===== config.mk =====
export PLATFORM = sky130hd
export DESIGN_NAME = spi_stream_master
export DESIGN_NICKNAME = d
export VERILOG_FILES = /design/src/rtl/spi_stream_pkg.sv /design/src/rtl/spi_tick_gen.sv /design/src/rtl/spi_tx_buffer.sv /design/src/rtl/spi_shift_core.sv /design/src/rtl/spi_rx_hold.sv /design/src/rtl/spi_stream_master.sv
export SDC_FILE = /design/constraint.sdc
export NUM_CORES = 1
export LEC_CHECK = 0
export BUFFER_PORTS_ARGS = -buffer_cell sky130_fd_sc_hd__buf_2
export CAP_MARGIN = 20
export CORE_UTILIZATION = 61
export DETAILED_ROUTE_END_ITERATION = 12
export HOLD_SLACK_MARGIN = 0.05
export PLACE_DENSITY_LB_ADDON = 0.25
export SKIP_CTS_REPAIR_TIMING = 1
export SYNTH_ARGS = -nofsm -noshare
export SYNTH_HDL_FRONTEND = slang
export SYNTH_SLANG_ARGS = --single-unit

===== constraint.sdc =====
create_clock -name clk -period 3.46 [get_ports clk]
set_input_delay 0.519 -clock clk [delete_from_list [all_inputs] [get_ports clk]]
set_output_delay 0.519 -clock clk [all_outputs]
set_load 0.02 [all_outputs]

===== src/rtl/spi_stream_pkg.sv =====
package spi_stream_pkg;
   typedef enum logic [1:0] {
      ENG_IDLE  = 2'd0,
      ENG_SHIFT = 2'd1,
      ENG_GAP   = 2'd2
   } eng_state_t;
endpackage


===== src/rtl/spi_tick_gen.sv =====
module spi_tick_gen #(
   parameter int DIV_W = 8
) (
   input  logic             clk,
   input  logic             rst_n,
   input  logic             run,
   input  logic [DIV_W-1:0] half_div,
   output logic             tick
);
   logic [DIV_W-1:0] cnt_q;
   logic [DIV_W-1:0] lim;

   // a zero divider acts as one
   assign lim  = (half_div == '0) ? DIV_W'(1) : half_div;
   assign tick = run && (cnt_q == lim - DIV_W'(1));

   always_ff @(posedge clk or negedge rst_n) begin
      if (!rst_n) begin
         cnt_q <= '0;
      end else if (!run || tick) begin
         cnt_q <= '0;
      end else begin
         cnt_q <= cnt_q + DIV_W'(1);
      end
   end
endmodule


===== src/rtl/spi_tx_buffer.sv =====
module spi_tx_buffer #(
   parameter int DATA_W = 8
) (
   input  logic              clk,
   input  logic              rst_n,
   input  logic              wr,
   input  logic [DATA_W-1:0] wdata,
   input  logic              pop,
   output logic              full,
   output logic [DATA_W-1:0] rdata
);
   always_ff @(posedge clk or negedge rst_n) begin
      if (!rst_n) begin
         full  <= 1'b0;
         rdata <= '0;
      end else begin
         // a write in the same cycle as a pop refills the slot
         if (wr) begin
            full  <= 1'b1;
            rdata <= wdata;
         end else if (pop) begin
            full  <= 1'b0;
         end
      end
   end
endmodule


===== src/rtl/spi_shift_core.sv =====
module spi_shift_core #(
   parameter int DATA_W = 8
) (
   input  logic              clk,
   input  logic              rst_n,
   input  logic              load,
   input  logic [DATA_W-1:0] load_data,
   input  logic              shift,
   input  logic              sample,
   input  logic              miso,
   output logic              mosi,
   output logic [DATA_W-1:0] rx_word
);
   logic [DATA_W-1:0] tx_sh;
   logic [DATA_W-1:0] rx_sh;

   assign mosi    = tx_sh[DATA_W-1];
   assign rx_word = rx_sh;

   always_ff @(posedge clk or negedge rst_n) begin
      if (!rst_n) begin
         tx_sh <= '0;
      end else if (load) begin
         tx_sh <= load_data;
      end else if (shift) begin
         tx_sh <= {tx_sh[DATA_W-2:0], 1'b0};
      end
   end

   always_ff @(posedge clk or negedge rst_n) begin
      if (!rst_n) begin
         rx_sh <= '0;
      end else if (sample) begin
         rx_sh <= {rx_sh[DATA_W-2:0], miso};
      end
   end
endmodule


===== src/rtl/spi_rx_hold.sv =====
module spi_rx_hold #(
   parameter int DATA_W = 8
) (
   input  logic              clk,
   input  logic              rst_n,
   input  logic              capture,
   input  logic [DATA_W-1:0] cap_data,
   input  logic              rd,
   output logic [DATA_W-1:0] data,
   output logic              valid,
   output logic              overrun
);
   always_ff @(posedge clk or negedge rst_n) begin
      if (!rst_n) begin
         data    <= '0;
         valid   <= 1'b0;
         overrun <= 1'b0;
      end else begin
         if (capture) begin
            data  <= cap_data;
            valid <= 1'b1;
         end else if (rd) begin
            valid <= 1'b0;
         end
         if (rd) begin
            overrun <= 1'b0;
         end else if (capture && valid) begin
            overrun <= 1'b1;
         end
      end
   end
endmodule


===== src/rtl/spi_stream_master.sv =====
module spi_stream_master
   import spi_stream_pkg::*;
#(
   parameter int DATA_W    = 8,
   parameter int DIV_W     = 8,
   parameter int GAP_SCLKS = 2
) (
   input  logic              clk,
   input  logic              rst_n,
   input  logic              cfg_auto_ss,
   input  logic              cfg_cont,
   input  logic              manual_ss_n,
   input  logic [DIV_W-1:0]  half_div,
   input  logic              tx_wr,
   input  logic [DATA_W-1:0] tx_data,
   output logic              tx_empty_irq,
   input  logic              rx_rd,
   output logic [DATA_W-1:0] rx_data,
   output logic              rx_valid,
   output logic              rx_overrun,
   output logic              busy,
   output logic              sclk,
   output logic              mosi,
   input  logic              miso,
   output logic              ss_n
);
   localparam int CNT_W     = $clog2(DATA_W);
   localparam int GAP_TICKS = 2 * GAP_SCLKS;
   localparam int GAP_W     = (GAP_TICKS > 1) ? $clog2(GAP_TICKS) : 1;

   generate
      if (DATA_W < 2) begin : g_bad_width
         $error("DATA_W must be at least 2");
      end
      if (DIV_W < 1) begin : g_bad_div
         $error("DIV_W must be at least 1");
      end
      if (GAP_SCLKS < 1) begin : g_bad_gap
         $error("GAP_SCLKS must be at least 1");
      end
   endgenerate

   eng_state_t        state_q, state_d;
   logic [CNT_W-1:0]  bit_q, bit_d;
   logic [GAP_W-1:0]  gap_q, gap_d;
   logic              sclk_q, sclk_d;
   logic              tick;
   logic              buf_full;
   logic [DATA_W-1:0] buf_data;
   logic              pop, do_shift, do_sample, byte_end;
   logic [DATA_W-1:0] rx_word;

   spi_tick_gen #(.DIV_W(DIV_W)) u_tick (
      .clk      (clk),
      .rst_n    (rst_n),
      .run      (state_q != ENG_IDLE),
      .half_div (half_div),
      .tick     (tick)
   );

   spi_tx_buffer #(.DATA_W(DATA_W)) u_txbuf (
      .clk   (clk),
      .rst_n (rst_n),
      .wr    (tx_wr),
      .wdata (tx_data),
      .pop   (pop),
      .full  (buf_full),
      .rdata (buf_data)
   );

   spi_shift_core #(.DATA_W(DATA_W)) u_shift (
      .clk       (clk),
      .rst_n     (rst_n),
      .load      (pop),
      .load_data (buf_data),
      .shift     (do_shift),
      .sample    (do_sample),
      .miso      (miso),
      .mosi      (mosi),
      .rx_word   (rx_word)
   );

   spi_rx_hold #(.DATA_W(DATA_W)) u_rx (
      .clk      (clk),
      .rst_n    (rst_n),
      .capture  (byte_end),
      .cap_data (rx_word),
      .rd       (rx_rd),
      .data     (rx_data),
      .valid    (rx_valid),
      .overrun  (rx_overrun)
   );

   always_comb begin
      state_d   = state_q;
      bit_d     = bit_q;
      gap_d     = gap_q;
      sclk_d    = sclk_q;
      pop       = 1'b0;
      do_shift  = 1'b0;
      do_sample = 1'b0;
      byte_end  = 1'b0;
      unique case (state_q)
         ENG_IDLE: begin
            if (buf_full) begin
               pop     = 1'b1;
               bit_d   = '0;
               sclk_d  = 1'b0;
               state_d = ENG_SHIFT;
            end
         end
         ENG_SHIFT: begin
            if (tick) begin
               if (!sclk_q) begin
                  sclk_d    = 1'b1;
                  do_sample = 1'b1;
               end else begin
                  sclk_d = 1'b0;
                  if (bit_q == CNT_W'(DATA_W - 1)) begin
                     byte_end = 1'b1;
                     bit_d    = '0;
                     if (cfg_cont && buf_full) begin
                        pop = 1'b1;
                     end else if (cfg_cont) begin
                        state_d = ENG_IDLE;
                     end else begin
                        gap_d   = '0;
                        state_d = ENG_GAP;
                     end
                  end else begin
                     bit_d    = bit_q + CNT_W'(1);
                     do_shift = 1'b1;
                  end
               end
            end
         end
         ENG_GAP: begin
            if (tick) begin
               if (gap_q == GAP_W'(GAP_TICKS - 1)) begin
                  state_d = ENG_IDLE;
               end else begin
                  gap_d = gap_q + GAP_W'(1);
               end
            end
         end
         default: state_d = ENG_IDLE;
      endcase
   end

   always_ff @(posedge clk or negedge rst_n) begin
      if (!rst_n) begin
         state_q <= ENG_IDLE;
         bit_q   <= '0;
         gap_q   <= '0;
         sclk_q  <= 1'b0;
      end else begin
         state_q <= state_d;
         bit_q   <= bit_d;
         gap_q   <= gap_d;
         sclk_q  <= sclk_d;
      end
   end

   assign busy         = (state_q == ENG_SHIFT);
   assign sclk         = sclk_q;
   assign ss_n         = cfg_auto_ss ? ~busy : manual_ss_n;
   assign tx_empty_irq = ~buf_full;
endmodule


Word-level counts from Yosys, hierarchy flattened
Cells that the tools add are included.
Word-level totals
  flip-flop bits (word level): 51
  bits of input ports: 24
  output and inout bits: 15
  logic and storage cells: 103
Cells by class
  $add $sub $neg: 4
  equality and inequality tests: 14
  multiplexer cells: 53
  bitwise operators: 2
  reductions and logical operators: 18
Operator list (count)
  $mux 8: 4
  $mux 2: 15
  $mux 1: 25
  $reduce_bool 2->1: 7
  $mux 3: 4
  $ne 2x1->1 const B: 5
  $add 8x1->8 const B: 1
  $eq 8x8->1: 1
  $logic_not 8->1: 1
  $ne 2x2->1 const B: 4
  $reduce_and 8->1: 1
  $sub 8x1->8 const B: 1
  $reduce_and 7->1: 1
  $pmux 2 s3: 1
  $pmux 3 s2: 1
  $eq 2x2->1 const B: 2
  $pmux 1 s2: 2
  $pmux 2 s2: 1
  $reduce_and 4->1: 1
  $add 3x1->3 const B: 1
  $eq 3x3->1 const B: 1
  $logic_and 1x1->1: 3
  $reduce_and 3->1: 1
  $add 2x1->2 const B: 1
  5 further kinds: 6

Longest topological paths before layout
Gate-level depths: netlist of the first run.
  depth after elaboration: 10
  mapped depth: 11
  depth with buffers taken out: 10

Hierarchy
Synthesis of the first run repeated with hierarchy kept, for this count alone.
Unflattened totals
  cell total of the unflattened synthesis: 258
  area, all modules: 2796.4 um^2
By module, submodules not included
  spi_tick_gen: instances 1, cells an instance 100, area each 779.5 um^2, sequential area each 200.2 um^2
  spi_shift_core: instances 1, cells an instance 51, area each 700.7 um^2, sequential area each 400.4 um^2
  spi_stream_master: instances 1, cells an instance 64, area each 544.3 um^2, sequential area each 200.2 um^2
  spi_rx_hold: instances 1, cells an instance 23, area each 402.9 um^2, sequential area each 250.2 um^2
  spi_tx_buffer: instances 1, cells an instance 20, area each 369.1 um^2, sequential area each 225.2 um^2

Worst setup path after synthesis of the first run
Ideal clock, no wire load.
  path type: input-to-reg
  start point: in half_div[1]
  end point: reg u_shift.tx_sh[1]
  library setup time: 0.125 ns
  arrival time: 3.077 ns
  required time: 3.335 ns
  slack: 0.258 ns
  stages: 10
  buffers on the path: 0
  cell sequence: nor4_4 > a21oi_2 > ha_1 > nor2b_1 > or3_1 > a31oi_1 > nand3_1 > nor4_4 > mux2_2 > mux2_2
Between the ends
  cells in the longest elaborated chain, start to end: 8
  elaborated cells between the ends (all ways): 11
  classes of those cells: add/sub: 1; eq/ne: 1; mux: 6; reduce/logical: 3
Ends and longest elaborated chain
  from (decl): line spi_stream_master.sv:13  | input logic [DIV_W-1:0] half_div,
  $logic_not 8->1: line spi_tick_gen.sv:14  | assign lim = (half_div == '0) ? DIV_W'(1) : half_div;
  $mux 8 (*): line spi_tick_gen.sv:14
  $sub 8x1->8 (*): line spi_tick_gen.sv:15  | assign tick = run && (cnt_q == lim - DIV_W'(1));
  $eq 8x8->1 (*): line spi_tick_gen.sv:15
  $logic_and 1x1->1 (*): line spi_tick_gen.sv:15
  $mux 1: line spi_stream_master.sv:113  | if (tick) begin
  $pmux 1 s2 or $mux 1 (tied branches): line spi_stream_master.sv:103  | unique case (state_q)
  $mux 8 or $reduce_bool 2->1 (tied branches)
  to (signal assigned): line spi_shift_core.sv:24  | tx_sh <= load_data;
  to (signal assigned): line spi_shift_core.sv:26  | tx_sh <= {tx_sh[DATA_W-2:0], 1'b0};
  to (decl): line spi_shift_core.sv:14  | logic [DATA_W-1:0] tx_sh;
Every way passes the cells marked *; elsewhere a longest branch is shown, timed or not.
A chain may end at the register's enable or synchronous reset.

Worst setup path after layout of the first run
  start point: in half_div[1]
  end point: reg u_shift.tx_sh[6]
The elaborated chain is that of the path after synthesis.

==> impl_metrics.env, run 1 <==
export IMPL_cts_tree="built"
export IMPL_numCtsBuffers=5
export IMPL_fin_skew_ns=0.007218
export IMPL_worstPathArrival_ns=3.34
export IMPL_dieArea_um2=4479
export IMPL_drc=0
export IMPL_relSlewSlack_pct=50.69
export IMPL_switching_share_pct=29.18
export IMPL_layout_commonest_cell="dfrtp_1"
export IMPL_mostFrequentLayoutCells="51 x dfrtp_1, 38 x buf_2, 32 x mux2_2, 15 x nor2_1, 11 x xnor2_1"
export IMPL_r2r_start="u_tick.cnt_q[0]"
export IMPL_final_util_pct=73.20
export IMPL_p_comb_share_pct=24.2
export IMPL_ys_flop_type="dfrtp_1"
export IMPL_grt_pass1_wl_um=7196
export IMPL_final_antenna_net_count=0
export IMPL_syn_inst=208
export IMPL_dp_cells=295
export IMPL_p_switching_uw=480.2
export IMPL_vias=1662
export IMPL_cp_required_ns=3.65
export IMPL_finalPower_uw=1646
export IMPL_path_clk_slew_ns=0.09
export IMPL_internal_power_uw=1165
export IMPL_n_antenna_cell=0
export IMPL_synthesis_nets=237
export IMPL_drt_iter0_markers=67
export IMPL_setup_violations=0
export IMPL_clock_sinks=51
export IMPL_multi_input_area_um2=1235
export IMPL_ir_worst_vdd_mv=0.4501
export IMPL_worst_setup_path_type="primary input to register"
export IMPL_r2r_end="u_shift.tx_sh[6]"
export IMPL_seq_power_share_pct=49.6
export IMPL_areaGrowthSynthToFinish_pct=14.70
export IMPL_cellLeakagePower_uw=0.001415
export IMPL_track_usage_pct=21.93
export IMPL_ys_warn_count=0
export IMPL_rsz0062_at_grt="false"
export IMPL_fin_nets=281
export IMPL_overflow=0
export IMPL_dieWidth_um=66.93
export IMPL_avgSynthCellArea_um2=12.36
export IMPL_core_um2=4029
export IMPL_ys_seq_area_share_pct=49.64
export IMPL_dp_slack_ns=-0.01375
export IMPL_grt_max_degree=36
export IMPL_cp_end_kind="register"
export IMPL_synth_cell_area_um2=2571
export IMPL_die_h_um=66.93
export IMPL_wl_um=4263
export IMPL_root_buffer="clkbuf_8"
export IMPL_ctsLongestPathBuffers=2
export IMPL_outcome="completed"
export IMPL_setup_ws_ns=0.3048
export IMPL_grt_pass1_vias=1588
export IMPL_io_buffers=38
export IMPL_ys_seq_elements=51
export IMPL_fillers=296
export IMPL_hold_path_class="primary input to asynchronous set/reset pin"
export IMPL_cp_start_kind="primary input"
export IMPL_drtPass1Iterations=4
export IMPL_grt_antenna_before_repair=0
export IMPL_final_seq_area_um2=1276
export IMPL_vias_per_cell=5.485
export IMPL_fin_crit_ns=3.155
export IMPL_postSynth_asyncResetShare_pct=100.0
export IMPL_worst_pin_slew_ns=0.7397
export IMPL_layout_drive_gt1_share_pct=39.53
export IMPL_power_density_nw_per_um2=558.0
export IMPL_fin_cells=303
export IMPL_hold_violations=0
export IMPL_pwr_share_clk_pct=26.2
export IMPL_clock_latency_ns=0.30
export IMPL_r2r_cells=8
export IMPL_fmax_mhz=316.9
export IMPL_gp_congestion=0.8019
export IMPL_ys_types=41
export IMPL_io_pins=39
export IMPL_max_cap_violations=0
export IMPL_path_max_fanout=8
export IMPL_synth_edf_count=0
export IMPL_initial_core_util_pct=63.82
export IMPL_finalCritPeriodShare_pct=91.19
export IMPL_hpwl_um=3160
export IMPL_reg2reg_slack_ns=0.96
export IMPL_drv_slew=0
export IMPL_num_rows=23
export IMPL_htreeDepth=2
export IMPL_wire_per_inst_um=14.07
sequential cells by signal (all words and copies together), names as in the netlist, 2 cells and up:
name and cells:
bit_q 3, gap_q 2, state_q 2, u_rx.data 8
u_shift.rx_word 8, u_shift.tx_sh 8, u_tick.cnt_q 8, u_txbuf.rdata 8
power by group through the flow:
stage	combinational (µW)	sequential, µW	clock [µW]
after floorplan	305	813	0
after global placement	382	824	0
after detailed placement	398	830	0
after CTS	403	817	443
after global routing	453	835	467
final	398	817	431
worst max path at each step:
stage                 from                to
3_5_place_dp   half_div[1]  u_shift.tx_sh[6]
3_3_place_gp   half_div[1]  u_shift.tx_sh[3]
5_1_grt        half_div[1]  u_shift.tx_sh[6]
4_1_cts        half_div[1]  u_shift.tx_sh[6]
6_report       half_div[1]  u_shift.tx_sh[6]
2_1_floorplan  half_div[1]  u_shift.tx_sh[1]
per-stage QoR:
step / TNS [ns] / hold slack (ns) / cell area, µm²
global route: 0 / 0.3306 / 2949
finish: 0 / 0.2683 / 2949
CTS: 0 / 0.2975 / 2949
detailed placement: -0.07267 / 0.4906 / 2828
global placement: 0 / 0.4838 / 2828
floorplan: 0 / 0.2234 / 2571
cell type report:
type,count,area share (%)
multi-input combinational,143,41.88
clock inverter,2,1.315
tap,50,2.121
clock buffer,6,2.800
sequential,51,43.28
timing repair buffer,42,7.467
inverter,9,1.146
routing by layer:
metal  vias up  global-route usage [%]  share of wire, %
met5         -                       0                 0
met3         5                   5.651               2.6
met1       804                   26.87                45
met2        24                   36.36                52
li1        829                       -                 -
met4         0                   9.043               1.1
critical path, cell delays in order:
cell and delay [ns]:
buf_2 0.12, nor4_4 0.38, a21oi_2 0.13, ha_1 0.23
nor2b_1 0.15, or3_1 0.34, a31oi_1 0.21, nand3_1 0.23
nor4_4 0.21, buf_4 0.21, mux2_2 0.34, mux2_2 0.26
kinds of logic after synthesis:
family / share of synthesized area, %
AO/OA/AOI/OAI: 8.126
XOR/XNOR: 5.742
adder cells (fa/ha/maj): 2.433
buffers and inverters: 2.335
flip-flops: 49.63
multiplexers: 19.27
AND/OR/NAND/NOR: 12.46
synthesized netlist by cell type (2+ instances only):
cell | n | area share, %
clkbuf_1 | 4 | 0.58
a21o_1 | 3 | 0.88
nor2_1 | 15 | 2.2
o21bai_1 | 2 | 0.58
nor2b_1 | 4 | 0.97
o31ai_1 | 3 | 0.88
dfrtp_1 | 51 | 50
and3_1 | 2 | 0.49
xnor2_1 | 11 | 3.7
mux2_4 | 7 | 4.1
inv_1 | 9 | 1.3
nand2_1 | 8 | 1.2
nor3_1 | 5 | 0.97
nor4_4 | 3 | 2.5
a21boi_0 | 2 | 0.58
a31oi_1 | 2 | 0.49
mux2_2 | 32 | 14
o21ai_0 | 7 | 1.4
xor2_1 | 4 | 1.4
a21oi_1 | 4 | 0.78
mux2i_1 | 3 | 1.2
ha_1 | 5 | 2.4
nand3_1 | 4 | 0.78
Power figures use the tool's default switching activity.
==> run 2: changes to the inputs <==
--- a/config.mk
+++ b/config.mk
@@ -7,7 +7,9 @@
 export LEC_CHECK = 0
 export BUFFER_PORTS_ARGS = -buffer_cell sky130_fd_sc_hd__buf_2
 export CAP_MARGIN = 20
-export CORE_UTILIZATION = 61
+export CELL_PAD_IN_SITES_DETAIL_PLACEMENT = 1
+export CELL_PAD_IN_SITES_GLOBAL_PLACEMENT = 1
+export CORE_UTILIZATION = 49
 export DETAILED_ROUTE_END_ITERATION = 12
 export HOLD_SLACK_MARGIN = 0.05
 export PLACE_DENSITY_LB_ADDON = 0.25
==> run 2 against run 1 <==
  * Final area rose by 0.13%
  * Maximum frequency fell by 3.9%
  * Total power fell by 3.6%
  * Largest power group unchanged
  * Flip-flop and latch count did not move
  * Critical path depth fell by 1
  * Core utilization fell by 15 points
  * Worst setup slack got worse by 0.13 ns
  * Highest routed layer unchanged
==> impl_metrics.env, run 2 (synthesis results as in run 1) <==
export IMPL_initial_core_util_pct=50.67
export IMPL_pwr_share_clk_pct=21.1
export IMPL_multi_input_area_um2=1235
export IMPL_holdWs_ns=0.3278
export IMPL_grt_pass1_wl_um=8887
export IMPL_switching_share_pct=32.37
export IMPL_path_clk_slew_ns=0.09
export IMPL_seq_power_share_pct=52.3
export IMPL_worst_pin_slew_ns=0.8920
export IMPL_drc=0
export IMPL_cp_start_kind="primary input"
export IMPL_fin_area_um2=2953
export IMPL_wire_per_inst_um=16.63
export IMPL_wl_um=5405
export IMPL_r2r_cells=6
export IMPL_crit_chain="buf_2 -> nor4_4 -> a21oi_2 -> ha_1 -> nor2b_1 -> or3_1 -> a31oi_1 -> nand3_1 -> o31ai_1 -> nand3b_2 -> mux2_2"
export IMPL_ctsLongestPathBuffers=2
export IMPL_io_pins=39
export IMPL_cp_required_ns=3.65
export IMPL_max_cap_violations=0
export IMPL_clock_latency_ns=0.31
export IMPL_vias=1731
export IMPL_fin_nets=283
export IMPL_worstPathArrival_ns=3.47
export IMPL_gp_congestion=0.8009
export IMPL_fmax_mhz=304.6
export IMPL_cellLeakagePower_uw=0.001404
export IMPL_fin_crit_ns=3.282
export IMPL_finalCritPeriodShare_pct=94.87
export IMPL_cts_tree="built"
export IMPL_clock_sinks=51
export IMPL_grt_antenna_before_repair=0
export IMPL_numCtsBuffers=5
export IMPL_final_seq_area_um2=1276
export IMPL_mostFrequentLayoutCells="51 x dfrtp_1, 38 x buf_2, 32 x mux2_2, 15 x nor2_1, 11 x xnor2_1"
export IMPL_placed_area_um2=2868
export IMPL_areaGrowthSynthToFinish_pct=14.84
export IMPL_fin_skew_ns=0.01036
export IMPL_hold_violations=0
export IMPL_root_buffer="clkbuf_8"
export IMPL_final_antenna_net_count=0
export IMPL_htreeDepth=2
export IMPL_rsz0062_at_grt="false"
export IMPL_path_max_fanout=9
export IMPL_setup_ws_ns=0.1775
export IMPL_crit_slowest_cell="o31ai_1"
export IMPL_setup_violations=0
export IMPL_fillers=573
export IMPL_num_rows=26
export IMPL_grt_max_degree=42
export IMPL_hpwl_um=3890
export IMPL_n_antenna_cell=0
export IMPL_die_h_um=74.44
export IMPL_cp_end_kind="register"
export IMPL_ir_worst_vdd_mv=0.3630
export IMPL_track_usage_pct=21.97
export IMPL_core_um2=5075
export IMPL_dieWidth_um=74.44
export IMPL_relSlewSlack_pct=40.53
export IMPL_drt_iter0_markers=70
export IMPL_vias_per_cell=5.326
export IMPL_slowest_delay_ns=0.44
export IMPL_worst_setup_path_type="primary input to register"
export IMPL_drtPass1Iterations=2
export IMPL_dp_slack_ns=-0.06325
export IMPL_layout_drive_gt1_share_pct=39.61
export IMPL_outcome="completed"
export IMPL_overflow=0
export IMPL_dieArea_um2=5541
export IMPL_grt_pass1_vias=1824
export IMPL_io_buffers=38
export IMPL_drv_slew=0
export IMPL_hold_path_class="primary input to asynchronous set/reset pin"
export IMPL_power_density_nw_per_um2=537.3
export IMPL_layout_commonest_cell="dfrtp_1"
export IMPL_internal_power_uw=1073
export IMPL_p_comb_share_pct=26.6
export IMPL_p_switching_uw=513.5
==> run 2: final timing paths <==
kind	to	start	slack [ns]
max in group asynchronous	bit_q[1]	rst_n	2.43
min	u_shift.tx_sh[3]	rst_n	0.33
max reg2reg	u_shift.tx_sh[0]	u_tick.cnt_q[2]	0.85
max	u_shift.tx_sh[0]	half_div[1]	0.18
min reg2reg	u_txbuf.rdata[3]	u_txbuf.rdata[3]	0.51
min in group clk	u_rx.valid	rx_rd	0.39
==> run 2: metrics by stage <==
stage               TNS, ns  power (µW)  cells  util [%]
floorplan                 0        1118    208         -
global placement          0        1219    317     56.51
detailed placement  -0.4209        1263    317     56.51
CTS                       0        1609    325     58.19
global route              0        1694    325     58.19
finish                    0        1587    325     58.19
==> run 2: layer usage <==
layer / share of wire, % / track usage, % / vias to the layer above
li1: - / - / 824
met1: 45 / 28.32 / 872
met2: 51 / 37.54 / 29
met3: 2.5 / 3.659 / 6
met4: 1.6 / 7.547 / 0
met5: 0 / 0 / -
==> run 2: layout make-up <==
type                            count  share of cell area, %
Sequential cell                    51                  43.22
Multi-Input combinational cell    143                  41.82
Timing Repair Buffer               44                  7.966
Tap cell                           70                  2.966
Clock buffer                        6                  2.458
Inverter                            9                  1.144
Clock inverter                      2                 0.4237
==> run 2: critical path, delay by kind of cell <==
kind	cells	cell delay, ns
AO/OA/AOI/OAI	3	0.80
buffers and inverters	1	0.12
AND/OR/NAND/NOR	5	1.44
multiplexers	1	0.36
adder cells (fa/ha/maj)	1	0.23
==> run 2: power by group through the flow <==
stage / clock, µW / combinational (µW) / sequential, µW
floorplan: 0 / 305 / 813
global placement: 0 / 391 / 829
detailed placement: 0 / 424 / 839
CTS: 350 / 430 / 830
global route: 372 / 475 / 847
finish: 335 / 421 / 830
